`src/rtl/seq_lock_pkg.sv`:
```
// Shared constants and types for the combination lock.
// Assumes the three progress states occupy consecutive bit positions,
// so that advancing one step is a left shift of the one-hot code.
package seq_lock_pkg;
    localparam int NUM_KEYS   = 3;
    localparam int KEY_IDX_W  = $clog2(NUM_KEYS);
    localparam int HIT_W      = KEY_IDX_W + 1;
    localparam int NUM_STATES = NUM_KEYS + 2;

    // Bit positions of the one-hot state vector
    localparam int S_IDLE = 0;
    localparam int S_ONE  = 1;
    localparam int S_TWO  = 2;
    localparam int S_OPEN = NUM_KEYS;
    localparam int S_ERR  = NUM_KEYS + 1;

    typedef logic [NUM_STATES-1:0] state_t;

    localparam state_t CODE_IDLE = state_t'(1) << S_IDLE;
    localparam state_t CODE_ONE  = state_t'(1) << S_ONE;
    localparam state_t CODE_TWO  = state_t'(1) << S_TWO;
    localparam state_t CODE_OPEN = state_t'(1) << S_OPEN;
    localparam state_t CODE_ERR  = state_t'(1) << S_ERR;

    typedef enum logic [1:0] {
        EV_NONE   = 2'd0,
        EV_SINGLE = 2'd1,
        EV_MULTI  = 2'd2,
        EV_CLEAR  = 2'd3
    } ev_kind_t;

    typedef struct packed {
        ev_kind_t              kind;
        logic [KEY_IDX_W-1:0]  idx;
    } key_ev_t;
endpackage

```
`src/rtl/seq_lock_decode.sv`:
```
// Classifies the key and clear pulses of one cycle into a single event.
// Assumes each input is a clean single-cycle pulse. Clear outranks any keys,
// and more than one key counts as a multi-press.
module seq_lock_decode
    import seq_lock_pkg::*;
(
    input  logic [NUM_KEYS-1:0] keys_i,
    input  logic                clear_i,
    output key_ev_t             ev_o
);
    logic [HIT_W-1:0]     hits;
    logic [KEY_IDX_W-1:0] pos;

    // Count pressed keys and note the position of the last one found
    always_comb begin
        hits = '0;
        pos  = '0;
        for (int i = 0; i < NUM_KEYS; i++) begin
            if (keys_i[i]) begin
                hits = hits + HIT_W'(1);
                pos  = KEY_IDX_W'(i);
            end
        end
    end

    // Pick the event kind with clear at the highest priority
    always_comb begin
        ev_o.idx = pos;
        if (clear_i)
            ev_o.kind = EV_CLEAR;
        else if (hits == '0)
            ev_o.kind = EV_NONE;
        else if (hits > HIT_W'(1))
            ev_o.kind = EV_MULTI;
        else
            ev_o.kind = EV_SINGLE;
    end
endmodule

```
`src/rtl/seq_lock_next.sv`:
```
// Next-state function of the lock. Each progress state expects the key whose
// index equals its own bit position. The right key shifts the one-hot code up
// by one; any other key goes to the fault state. Open and fault are left only
// on clear. A code that is not legal falls into the fault state.
module seq_lock_next
    import seq_lock_pkg::*;
(
    input  state_t  cur_i,
    input  key_ev_t ev_i,
    output state_t  nxt_o
);
    logic                 in_progress;
    logic [KEY_IDX_W-1:0] want_idx;

    // Decode which key the current progress state is waiting for
    always_comb begin
        in_progress = 1'b1;
        want_idx    = '0;
        case (cur_i)
            CODE_IDLE: want_idx = KEY_IDX_W'(S_IDLE);
            CODE_ONE:  want_idx = KEY_IDX_W'(S_ONE);
            CODE_TWO:  want_idx = KEY_IDX_W'(S_TWO);
            default:   in_progress = 1'b0;
        endcase
    end

    // Select the next one-hot code from the current state and the event
    always_comb begin
        if (ev_i.kind == EV_CLEAR)
            nxt_o = CODE_IDLE;
        else if (cur_i == CODE_OPEN || cur_i == CODE_ERR)
            nxt_o = cur_i;
        else if (!in_progress)
            nxt_o = CODE_ERR;
        else if (ev_i.kind == EV_NONE)
            nxt_o = cur_i;
        else if (ev_i.kind == EV_SINGLE && ev_i.idx == want_idx)
            nxt_o = cur_i << 1;
        else
            nxt_o = CODE_ERR;
    end
endmodule

```
`src/rtl/seq_lock_state.sv`:
```
// One-hot state register with a synchronous active-low reset to the initial
// code. Assumes rst_n is already synchronous to clk.
module seq_lock_state
    import seq_lock_pkg::*;
(
    input  logic   clk,
    input  logic   rst_n,
    input  state_t d_i,
    output state_t q_o
);
    // Hold the state, forcing the initial code while reset is low
    always_ff @(posedge clk) begin
        if (!rst_n)
            q_o <= CODE_IDLE;
        else
            q_o <= d_i;
    end
endmodule

```
`src/rtl/seq_lock.sv`:
```
// Top of the three-key combination lock (Moore machine). The key pulses are
// classified, fed to the next-state function and stored one-hot. The outputs
// are taken straight from the open and fault bits. Assumes the inputs are
// single-cycle pulses synchronous to clk.
module seq_lock
    import seq_lock_pkg::*;
(
    input  logic clk,
    input  logic rst_n,
    input  logic key1_pulse,
    input  logic key2_pulse,
    input  logic key3_pulse,
    input  logic clear_pulse,
    output logic unlocked,
    output logic alarm
);
    logic [NUM_KEYS-1:0] keys;
    key_ev_t             ev;
    state_t              state_d;
    state_t              state_q;

    assign keys = {key3_pulse, key2_pulse, key1_pulse};

    seq_lock_decode u_decode (
        .keys_i  (keys),
        .clear_i (clear_pulse),
        .ev_o    (ev)
    );

    seq_lock_next u_next (
        .cur_i (state_q),
        .ev_i  (ev),
        .nxt_o (state_d)
    );

    seq_lock_state u_state (
        .clk   (clk),
        .rst_n (rst_n),
        .d_i   (state_d),
        .q_o   (state_q)
    );

    assign unlocked = state_q[S_OPEN];
    assign alarm    = state_q[S_ERR];
endmodule

```
`config.mk`:
```
export PLATFORM = sky130hd
export DESIGN_NAME = seq_lock
export DESIGN_NICKNAME = d
export VERILOG_FILES = /design/src/rtl/seq_lock_pkg.sv /design/src/rtl/seq_lock_decode.sv /design/src/rtl/seq_lock_next.sv /design/src/rtl/seq_lock_state.sv /design/src/rtl/seq_lock.sv
export SDC_FILE = /design/constraint.sdc
export NUM_CORES = 1
export LEC_CHECK = 0
export CORE_AREA = 2 2 39 41
export CTS_CLUSTER_DIAMETER = 40
export DETAILED_ROUTE_END_ITERATION = 10
export DIE_AREA = 0 0 41 43
export DONT_BUFFER_PORTS = 1
export GPL_TIMING_DRIVEN = 0
export SYNTH_ARGS = -nofsm -noshare
export SYNTH_HDL_FRONTEND = slang
export SYNTH_SLANG_ARGS = --single-unit
```
`constraint.sdc`:
```
create_clock -name clk -period 2.05 [get_ports clk]
set_input_delay 0.3075 -clock clk [delete_from_list [all_inputs] [get_ports clk]]
set_output_delay 0.3075 -clock clk [all_outputs]
set_load 0.02 [all_outputs]
```
==> results of run 1 <==
worst min-delay path by stage:
stage	slack, ns	to	from
2_1_floorplan	0.53	u_state.q_o[0]	u_state.q_o[0]
3_3_place_gp	0.60	u_state.q_o[0]	u_state.q_o[0]
3_5_place_dp	0.60	u_state.q_o[0]	u_state.q_o[0]
4_1_cts	0.38	u_state.q_o[4]	clear_pulse
5_1_grt	0.39	u_state.q_o[4]	clear_pulse
6_report	0.39	u_state.q_o[4]	clear_pulse
layout by cell type, fill, tap and decap left out, types with 2 or more instances in the layout:
master,netlist,routed
sky130_fd_sc_hd__clkbuf_4,0,3
sky130_fd_sc_hd__dfxtp_1,5,5
sky130_fd_sc_hd__ha_1,2,2
sky130_fd_sc_hd__inv_1,4,4
sky130_fd_sc_hd__nand2_1,3,3
sky130_fd_sc_hd__nand3b_1,2,2
sky130_fd_sc_hd__nor2_1,2,2
sky130_fd_sc_hd__nor3_1,2,2
sky130_fd_sc_hd__o21ai_0,2,2
cell type report:
| type | count | area (um^2) |
|---|---|---|
| fill | 139 | 893 |
| clock buffer | 4 | 26.3 |
| sequential | 5 | 100 |
| multi-input combinational | 38 | 313 |
| buffer | 2 | 16.3 |
| inverter | 4 | 15.0 |
| tap | 16 | 20.0 |
layer usage:
layer	wire length [um]	track usage, %	vias to the layer above
li1	-	-	198
met1	414	18.1	192
met2	433	19.7	13
met3	42	4.71	2
met4	15	10.0	0
met5	0	0	-
power by group through the flow:
stage	Sequential [mW]	Clock [mW]	Combinational, mW
floorplan	0.107	0	0.0348
global placement	0.109	0	0.0414
detailed placement	0.109	0	0.0412
CTS	0.107	0.116	0.0414
global route	0.108	0.122	0.0483
finish	0.107	0.109	0.0421
per-stage QoR:
| step | cell area, um^2 | util (%) | total power [mW] | hold slack, ns |
|---|---|---|---|---|
| final | 490 | 35.4 | 0.258 | 0.386 |
| after floorplan | 444 | - | 0.142 | 0.527 |
| after global routing | 490 | 35.4 | 0.278 | 0.392 |
| after CTS | 490 | 35.4 | 0.264 | 0.375 |
| after detailed placement | 464 | 33.5 | 0.150 | 0.595 |
| after global placement | 464 | 33.5 | 0.150 | 0.598 |
worst max-delay path: stages, from the launching register on:
cell                       delay [ns]
sky130_fd_sc_hd__dfxtp_1         0.55
sky130_fd_sc_hd__nor3_1          0.12
sky130_fd_sc_hd__a311oi_1        0.41
sky130_fd_sc_hd__nor2_1          0.16
sky130_fd_sc_hd__o31a_1          0.25
cells by family (layout without fill, tap and decap cells):
logic type / after synthesis / in the layout
xor+xnor: 1 / 1
simple gates: 20 / 20
compound gates: 14 / 14
buf+inv: 6 / 10
fa+ha+maj: 3 / 3
flops: 5 / 5
==> run summary, run 1 <==
The tools report the later-pin clock latency in the skew report as 0.24 ns. The run gives 22.5% as the sequential cell area fraction in the yosys report. Summing the areas of all compound-gate instances in the mapped netlist gives 27.6% of the synthesized area.

Once the floorplan was initialized, standard cells occupied 32.1% of the core. The worst path meets setup with 0.443 ns of slack. In this run the deepest clock path goes through 2 buffers. For the routed wire length, the log shows 906 um. The worst setup path is launched from a flop. During synthesis, Yosys emitted a total of 0 warnings. Including well taps, the total number of placed cells is 65. The logs give 11 for the largest net degree at the start of global routing and 0 for the DRC violations left.

The buffer type at the clock tree root is sky130_fd_sc_hd__clkbuf_4. The logs give 41.5% for the fraction of power consumed by sequential logic and 3 for the number of buffers created by CTS. The run gives 0 as the final max-slew violation count. Counting flops per register, the top entry is u_state.q_o. The leakage power of the design is 0.194 nW, and the area growth from synthesis to layout is 10.4%. The number of max-cap violations was 0; the net switching fraction of the power was 25.2%. The register-to-register setup slack is 0.44 ns. Post-CTS repair changed the size of 0 cells. The worst hold path was traced through 3 stages.

In the final layout, the registers with the most flip-flops are u_state.q_o: 5 flops. For the worst setup path, the data required time is 2.17 ns. At the pin with the least slew margin, the transition time is 0.399 ns. Timing analysis after detailed placement gives a worst setup slack of 0.252 ns. For the headroom to the max-slew limit, the log shows 73.3%. The most critical setup path has its startpoint at u_state.q_o[4]. Setup repair after global routing left no endpoint under its margin. From left edge to right edge, the die measures 41 um.

sky130_fd_sc_hd__dfxtp_1 is the most common cell in the netlist. The run gives 1.66 mm as the wire length of the first global-routing pass. In this run the tool buffered the top-level ports with 0 buffer cells. Yosys mapped a number of flops with a built-in enable equal to 0. The number of antenna violations at the first check in global routing is 0. For the number of cell rows, the log shows 14.

The arrival time at the worst endpoint is 1.73 ns, and the post-synthesis share of cell area spent on and, or, nand and nor gates is 30.7%. The maximum level of the CTS H-tree was 1. The element type at the critical path end is a flop. In the finished design, the share of the clock period the worst path needs comes to 78.4%. The internal portion of the total power is 0.193 mW. The final worst clock skew is 0.00575 ns, and the post-layout net count is 63.

Clock-pin slew was measured on the worst setup and hold paths at 0.04 ns. The worst path in the final design needs a cycle of 1.61 ns, including I/O delays and setup. The netlist uses 35 different library cells.

Sorting the synthesized cells by how often they occur yields sky130_fd_sc_hd__dfxtp_1, sky130_fd_sc_hd__inv_1, sky130_fd_sc_hd__nand2_1. The tools report the post-route setup TNS as 0 ns. The logs give 10 for the initial DRC count and 394 for the number of global-route vias before repair. The path type of the worst min-delay path is input port to flop.

The net switching component of the power came out at 0.0651 mW. The flow ran to the end, and the final reports show no timing, DRC or antenna violations. The number of clock sinks seen by CTS is 5. The average instance in the mapped netlist occupies 9.06 um^2. The capture point of the critical path is u_state.q_o[4]. The region available for standard cell placement spans 1380 um^2.

The dominant combinational cell family by area after synthesis is simple AND/OR/NAND/NOR gates. The cell count after synthesis came out at 49. The area of the die is 1760 um^2. The achievable clock frequency was 622 MHz; the detail-routed net length per standard cell was 13.1 um. After synthesis the netlist holds a flip-flop and latch count of 5.

TritonCTS built the clock tree. The clock network burns 42.2% of the power. The number of vias per cell after detailed routing is 5.87. Global routing consumed, over all layers together, 14.4% of the routing resources. The share of synthesized registers carrying an async set or reset came out at 0%. Number of iterations in the first detailed-routing pass: 4.

The xor/xnor share of the synthesized area came out at 1.97%. The number of nets handed over by synthesis was 58. The logs give 0 for the hold violation total from the final report and 0 for the antenna cell count. The worst register-to-register path ends at u_state.q_o[4].

The worst-path maximum fanout was 7; the buffers inserted during post-CTS setup optimization was 0. The HPWL after detailed placement is 690 um. The die outline height works out to 43 um.

The worst setup path is of the flop to flop kind. The detailed-route via count was 405. Across the VDD grid, the largest voltage drop is 0.000382 V. The number of top-level pins is 8.

The cell type with the highest aggregate area in the netlist is sky130_fd_sc_hd__dfxtp_1. Share of cell area taken by muxes after synthesis: 0%. For this design the ratio of total power to cell area is 526 nW/um^2. The post-route netlist has 18.9% of its cells at a drive strength greater than 1. By area the synthesized netlist is led by sky130_fd_sc_hd__dfxtp_1, sky130_fd_sc_hd__ha_1, sky130_fd_sc_hd__fa_1, sky130_fd_sc_hd__a221oi_2, sky130_fd_sc_hd__inv_1. The register with the most flip-flops in the layout has 5 of them. Combinational logic is responsible for 16.3% of the overall power. The final cell count without fillers was 69. Among all flip-flop cells after synthesis, the most frequent one is sky130_fd_sc_hd__dfxtp_1. The fraction of the mapped netlist area in adder cells works out to 10.1%. Global placement routability congestion: 0.812. The proportion of netlist area held by the largest area contributor came out at 22.5%.

The logs give 0 for the number of endpoints failing setup at the final stage and 444 um^2 for the mapped cell area. The run gives 0 as the post-cts hold buffer count. The run gives 0 as the remaining antenna violation count. Summed over all layers, the global routing overflow is 0. The number of cells on the worst reg-to-reg path is 4. The launching point of the worst reg2reg path is u_state.q_o[4].
(Power assumes the default switching activity.)
==> inputs of run 2 (changes only) <==
==> constraint.sdc (replaced) <==
create_clock -name clk -period 1.5 [get_ports clk]
set_input_delay 0.225 -clock clk [delete_from_list [all_inputs] [get_ports clk]]
set_output_delay 0.225 -clock clk [all_outputs]
set_load 0.02 [all_outputs]
==> run 2 against run 1 <==
Combinational power rose by 74%. Total power rose by 44%. Final area rose by 16%. Clock-buffer cell count did not move. Routed wire length rose by 0.99%. Sequential share of layout area fell by 1.5 points. Clock power rose by 38%. Non-clock buffer count rose by 2. Maximum frequency rose by 9.7%.
==> run summary, run 2 (synthesis results as in run 1) <==
The flow ran to the end, and the final reports show no timing, DRC or antenna violations. The final max-slew violation count is 0 (unchanged). The die outline height is 43 um (unchanged). The cell sitting at the root of the clock tree is a sky130_fd_sc_hd__clkbuf_4. The required time at the worst-slack endpoint is 1.62 ns (-0.55 ns), and the width of the die is 41 um (unchanged). The area of the die is 1760 um^2 (unchanged), and the initial standard-cell utilization of the core is 32.1% (unchanged).

The peak supply drop is 0.000311 V (-19%), and the HPWL after detailed placement is 655 um (-5.0%). The area growth from synthesis to layout was 28.5%. The area of the placeable core came out at 1380 um^2 (unchanged). The global placement routability congestion is 0.796 (-1.9%). The remaining antenna violation count came out at 0 (unchanged).

The logs give 0 (unchanged) for the antenna cell count and 340 (-14%) for the number of global-route vias before repair. The overall power of the completed layout came out at 0.371 mW (+44%). The tools report the number of endpoints failing setup at the final stage as 0 (unchanged). Setup repair after global routing could not meet its margin everywhere. The net switching fraction of the power was 25.7% (+0.50 points). The maximum count of clock buffers along a single path came out at 2 (unchanged). The maximum level of the CTS H-tree was 1 (unchanged); the flip-flop count of the largest register after layout was 5 (unchanged).

The worst-path maximum fanout was 8 (+1); the slew at the pin closest to its max-slew limit was 0.397 ns (-0.00207 ns). The worst slack at placement is -0.156 ns (-0.407 ns), and the later-pin clock latency in the skew report is 0.24 ns (about the same). More flip-flops sit in one register than any other, and that register is u_state.q_o. The wire length of the first global-routing pass is 1.36 mm (-18%), and the number of max-cap violations is 0 (unchanged). The logs give 5 (unchanged) for the number of clock sinks seen by CTS and 0 (unchanged) for the number of antenna violations at the first check in global routing. The power share of the clock group was 40.6% (-1.6 points). The largest registers in the layout are u_state.q_o: 5 flops. The headroom to the max-slew limit is 73.5% (+0.17 points), and the combinational cell fraction of total power is 19.8% (+3.5 points). The tools report the number of iterations in the first detailed-routing pass as 2 (-2). Number of top-level pins: 8 (unchanged). Leaving out fill and tap cells, the most frequent cells in the layout are sky130_fd_sc_hd__inv_1, sky130_fd_sc_hd__clkbuf_4, sky130_fd_sc_hd__buf_4, sky130_fd_sc_hd__dfxtp_2. The worst setup path is captured at a flop. The run gives 65 (+3.2%) as the post-layout net count. The fraction of power consumed by sequential logic was 39.6% (-1.9 points); the share of the core filled with cells in the final layout was 41.2% (+5.8 points). The port buffer count is 0 (unchanged). For the number of buffers created by CTS, the log shows 3 (unchanged). The internal power of the cells is 0.275 mW (+43%), and the number of vias per cell after detailed routing is 5.65 (-3.8%).

TritonCTS built the clock tree. The routed wire length was 915 um (+0.99%). For the DRC violations left, the log shows 0 (unchanged). The number of cell rows is 14 (unchanged), and the clock transition time at the flip-flop clock pins of the worst setup and hold paths is 0.04 ns (about the same). The largest net degree at the start of global routing was 11 (unchanged); the initial DRC count was 7 (-3).

Power per standard cell area: 650 nW/um^2 (+23%). The worst setup path is launched from a flop. The min-delay analysis places its worst path in the category input port to flop. The final critical-path required period was 1.46 ns (-0.143 ns).

The share of cells above drive strength 1 was 43.6% (+25 points); the final global-route overflow total was 0 (unchanged). The leakage power of the design is 0.220 nW (+13%), and the final worst clock skew is 0.00129 ns (-0.00446 ns). The net switching component of the power came out at 0.0953 mW (+46%). The setup path with the least slack is of type flop to flop. The logs give 401 (-0.99%) for the detailed-route via count and 65 (unchanged) for the total instance count after detailed placement.

Commonest non-fill, non-tap cell in the layout: sky130_fd_sc_hd__inv_1. The detail-routed net length per standard cell works out to 12.9 um (-1.9%). The arrival time at the worst endpoint is 1.59 ns (-0.14 ns). The run gives 71 (+2.9%) as the final cell count without fillers. The post-route clock period utilization is 97.6% (+19 points), and the minimum setup slack in the final design is 0.0354 ns (-0.407 ns). The hold violation total from the final report is 0 (unchanged), and the worst hold-check slack is 0.239 ns (-0.147 ns).

Overall fraction of global-route tracks in use: 11.7% (-2.6 points). The achievable clock frequency was 683 MHz (+9.7%).
[run 2: worst max-delay path, stage by stage, from the launching register on]
cell                       delay, ns
sky130_fd_sc_hd__dfxtp_2        0.32
sky130_fd_sc_hd__buf_6          0.12
sky130_fd_sc_hd__or2_4          0.24
sky130_fd_sc_hd__a311oi_4       0.36
sky130_fd_sc_hd__nor2_4         0.07
sky130_fd_sc_hd__o31a_1         0.24
[run 2: cell type report]
class | instances | area [um^2]
Tap cell | 16 | 20.0
Fill cell | 141 | 813
Clock buffer | 4 | 26.3
Buffer | 1 | 11.3
Inverter | 4 | 15.0
Timing Repair Buffer | 3 | 22.5
Sequential cell | 5 | 108
Multi-Input combinational cell | 38 | 368
[run 2: power groups by stage]
stage,combinational [mW],sequential [mW],clock [mW]
2_1_floorplan,0.0515,0.147,0
3_3_place_gp,0.0605,0.148,0
3_5_place_dp,0.0611,0.148,0
4_1_cts,0.0614,0.146,0.159
5_1_grt,0.0811,0.147,0.169
6_report,0.0734,0.147,0.150
[run 2: repair_timing]
item / CTS / global route
setup endpoints to repair: 2 / 3
setup buffers: 0 / 3
hold buffers: 0 / 0
pin swaps: 0 / 6
resized for setup: 2 / 14
[run 2: path summary, 6_finish.rpt]
kind	startpoint	end	slack, ns	cells past startpoint
worst min-delay path	key2_pulse	u_state.q_o[3]	0.24	3
worst min register to register	u_state.q_o[0]	u_state.q_o[0]	0.60	2
worst max-delay path	u_state.q_o[1]	u_state.q_o[4]	0.04	5
worst max register to register	u_state.q_o[1]	u_state.q_o[4]	0.04	5
[run 2: routing by layer]
metal	vias up	routed length (um)	global-route usage (%)
met5	-	0	0
met1	191	396	14.1
met4	0	17	10.0
li1	203	-	-
met2	5	459	16.3
met3	2	41	3.14
[run 2: per-stage QoR]
stage | area, um^2 | setup TNS (ns)
after global placement | 474 | -0.383
after CTS | 503 | 0
after detailed placement | 474 | -0.383
final | 571 | 0
after floorplan | 454 | -0.150
after global routing | 571 | -0.0182
==> inputs of run 3 (changes only) <==
--- a/config.mk
+++ b/config.mk
@@ -5,12 +5,15 @@
 export SDC_FILE = /design/constraint.sdc
 export NUM_CORES = 1
 export LEC_CHECK = 0
+export CELL_PAD_IN_SITES_DETAIL_PLACEMENT = 0
+export CELL_PAD_IN_SITES_GLOBAL_PLACEMENT = 1
 export CORE_AREA = 2 2 39 41
 export CTS_CLUSTER_DIAMETER = 40
 export DETAILED_ROUTE_END_ITERATION = 10
 export DIE_AREA = 0 0 41 43
 export DONT_BUFFER_PORTS = 1
 export GPL_TIMING_DRIVEN = 0
+export PLACE_DENSITY_LB_ADDON = 0.1
 export SYNTH_ARGS = -nofsm -noshare
 export SYNTH_HDL_FRONTEND = slang
 export SYNTH_SLANG_ARGS = --single-unit
==> run 3 against run 2 <==
Clock power increased by 6%. Sequential cell count unchanged. Sequential power about the same. Worst setup slack got worse by 0.0086 ns. Utilization decreased by 0.18 points. Maximum frequency decreased by 0.58%. Total power increased by 4.7%. Clock skew increased by 0.00057 ns. Hold slack improved by 0.014 ns. First-iteration DRC count unchanged.
==> run summary, run 3 (synthesis results as in run 1) <==
The flow ran to the end, and the final reports show no timing, DRC or antenna violations. The total instance count after detailed placement is 65 (unchanged), and the antenna cell count is 0 (unchanged). Detail-routed net length per standard cell: 16.0 um (+24%). The area of all placed cells without fillers is 568 um^2 (-0.44%), and the area of the die is 1760 um^2 (unchanged).

The logs give 0.0268 ns (-0.00860 ns) for the minimum setup slack in the final design and 0.000318 V (+2.1%) for the peak supply drop. The final max-slew violation count was 0 (unchanged). The logs give 0.108 mW (+14%) for the net switching component of the power and 0 (unchanged) for the DRC violations left. For the count of fill cells added during filler insertion, the log shows 140 (-0.71%).

TritonCTS built the clock tree. The flip-flop count of the largest register after layout is 5 (unchanged), and the area of the placeable core is 1380 um^2 (unchanged). The worst slack at placement came out at -0.216 ns (-0.0599 ns). The width of the die is 41 um (unchanged).

The achievable clock frequency came out at 679 MHz (-0.58%). For the number of cell rows, the log shows 14 (unchanged). The combinational cell fraction of total power is 20.7% (+0.9 points), and the share of cells above drive strength 1 is 42.6% (-1.0 points). The tools report the post-detailed-placement cell area as 474 um^2 (unchanged). The tightest min-delay check is of the input port to flop type. For the internal power of the cells, the log shows 0.280 mW (+1.6%).

The wire length of the first global-routing pass was 1.74 mm (+28%). The later-pin clock latency in the skew report was 0.25 ns (about the same); the area growth from synthesis to layout was 27.9%. The element type at the critical path end was a flop. The global placement routability congestion came out at 0.764 (-4.0%). The final critical-path required period was 1.47 ns (+0.00860 ns); the final cell count without fillers was 70 (-1.4%). The number of iterations in the first detailed-routing pass is 4 (+2), and the power per standard cell area is 683 nW/um^2 (+5.1%). The run gives 11 (unchanged) as the largest net degree at the start of global routing. u_state.q_o holds more flip-flops than any other register.

The fraction of power consumed by sequential logic is 38.2% (-1.4 points). The headroom to the max-slew limit was 68.4% (-5.1 points). The run gives 837 um (+28%) as the HPWL after detailed placement. The class of the most critical setup path was flop to flop. Initial standard-cell utilization of the core: 32.1% (unchanged). For the arrival time at the worst endpoint, the log shows 1.64 ns (+0.05 ns). The die outline height works out to 43 um (unchanged).

The tools report the overall fraction of global-route tracks in use as 15.1% (+3.3 points). The number of global-route vias before repair is 420 (+24%), and the remaining antenna violation count is 0 (unchanged). The element type at the critical path start was a flop. The post-route clock period utilization was 98.2% (+0.57 points); the worst-path maximum fanout was 7 (-1).

The logs give 0 (unchanged) for the number of endpoints failing setup at the final stage and 2 (unchanged) for the maximum count of clock buffers along a single path. Final global-route overflow total: 0 (unchanged). The number of max-cap violations was 0 (unchanged). The clock transition time at the flip-flop clock pins of the worst setup and hold paths works out to 0.04 ns (about the same). The tools report the share of the core filled with cells in the final layout as 41.0% (-0.18 points). Number of antenna violations at the first check in global routing: 0 (unchanged).

Post-cts hold buffer count: 0 (unchanged). The logs give 41.1% (+0.5 points) for the power share of the clock group and 7 (unchanged) for the initial DRC count. Number of top-level pins: 8 (unchanged). The logs give 5 (unchanged) for the number of clock sinks seen by CTS and 64 (-1.5%) for the post-layout net count.

Leaving out fill and tap cells, the most frequent cells in the layout are sky130_fd_sc_hd__inv_1, sky130_fd_sc_hd__clkbuf_4, sky130_fd_sc_hd__buf_4, sky130_fd_sc_hd__dfxtp_2. Clock tree synthesis selected as its root buffer the cell sky130_fd_sc_hd__clkbuf_4. The number of vias per cell after detailed routing came out at 6.10 (+8.0%). The port buffer count was 0 (unchanged).

The net switching fraction of the power is 27.9% (+2.2 points), and the detailed-route via count is 427 (+6.5%). The hold violation total from the final report is 0 (unchanged). In the final layout, the registers with the most flip-flops are u_state.q_o: 5 flops. The run gives 0.213 nW (-2.9%) as the leakage power of the design.

The tools report the final worst clock skew as 0.00186 ns (+0.000569 ns). Commonest non-fill, non-tap cell in the layout: sky130_fd_sc_hd__inv_1. The tools report the number of buffers created by CTS as 3 (unchanged). The run gives 1.12 mm (+22%) as the routed wire length.

The slew at the pin closest to its max-slew limit came out at 0.473 ns (+0.0759 ns). The run gives 1 (unchanged) as the maximum level of the CTS H-tree. The required time at the worst-slack endpoint was 1.66 ns (+0.04 ns); the overall power of the completed layout was 0.388 mW (+4.7%).
run 3: metal layers:
layer / global-route usage (%) / vias up / share of wire, %
li1: - / 202 / -
met1: 15.5 / 206 / 38
met2: 25.3 / 14 / 53
met3: 3.14 / 5 / 6.1
met4: 10.0 / 0 / 3.3
met5: 0 / - / 0
run 3: final timing paths:
check / end / cells after the start / slack (ns) / start
max reg2reg: u_state.q_o[3] / 4 / 0.03 / u_state.q_o[4]
min: u_state.q_o[3] / 3 / 0.25 / key2_pulse
min reg2reg: u_state.q_o[1] / 2 / 0.55 / u_state.q_o[1]
max: u_state.q_o[3] / 4 / 0.03 / u_state.q_o[4]
run 3: power groups by stage:
stage	Combinational, mW	Clock, mW	Sequential (mW)
2_1_floorplan	0.0515	0	0.147
3_3_place_gp	0.0605	0	0.148
3_5_place_dp	0.0634	0	0.148
4_1_cts	0.0679	0.165	0.146
5_1_grt	0.0881	0.174	0.148
6_report	0.0804	0.159	0.148
run 3: critical path, stage by stage, from the launching register on:
cell and delay (ns):
sky130_fd_sc_hd__dfxtp_4 0.39, sky130_fd_sc_hd__nor3_4 0.23, sky130_fd_sc_hd__nand2_2 0.09, sky130_fd_sc_hd__or4b_4 0.51, sky130_fd_sc_hd__o31ai_4 0.17
run 3: layout make-up:
class | instances | area [um^2] | area share (%)
multi-input cells | 38 | 377 | 66.3
flip-flops and latches | 5 | 108 | 18.9
clock buffers | 4 | 26.3 | 4.63
repair buffers | 3 | 22.5 | 3.96
well taps | 16 | 20.0 | 3.52
inverters | 4 | 15.0 | 2.64
run 3: through the flow:
step | setup TNS, ns | hold slack [ns]
after floorplan | -0.150 | 0.492
final | 0 | 0.253
after global placement | -0.400 | 0.520
after CTS | 0 | 0.270
after global routing | -0.0345 | 0.260
after detailed placement | -0.489 | 0.526
run 3: timing repair:
item,CTS,global route
endpoints found under the setup margin,2,3
buffers inserted,1,2
pin swaps,1,5
resized for setup,3,14
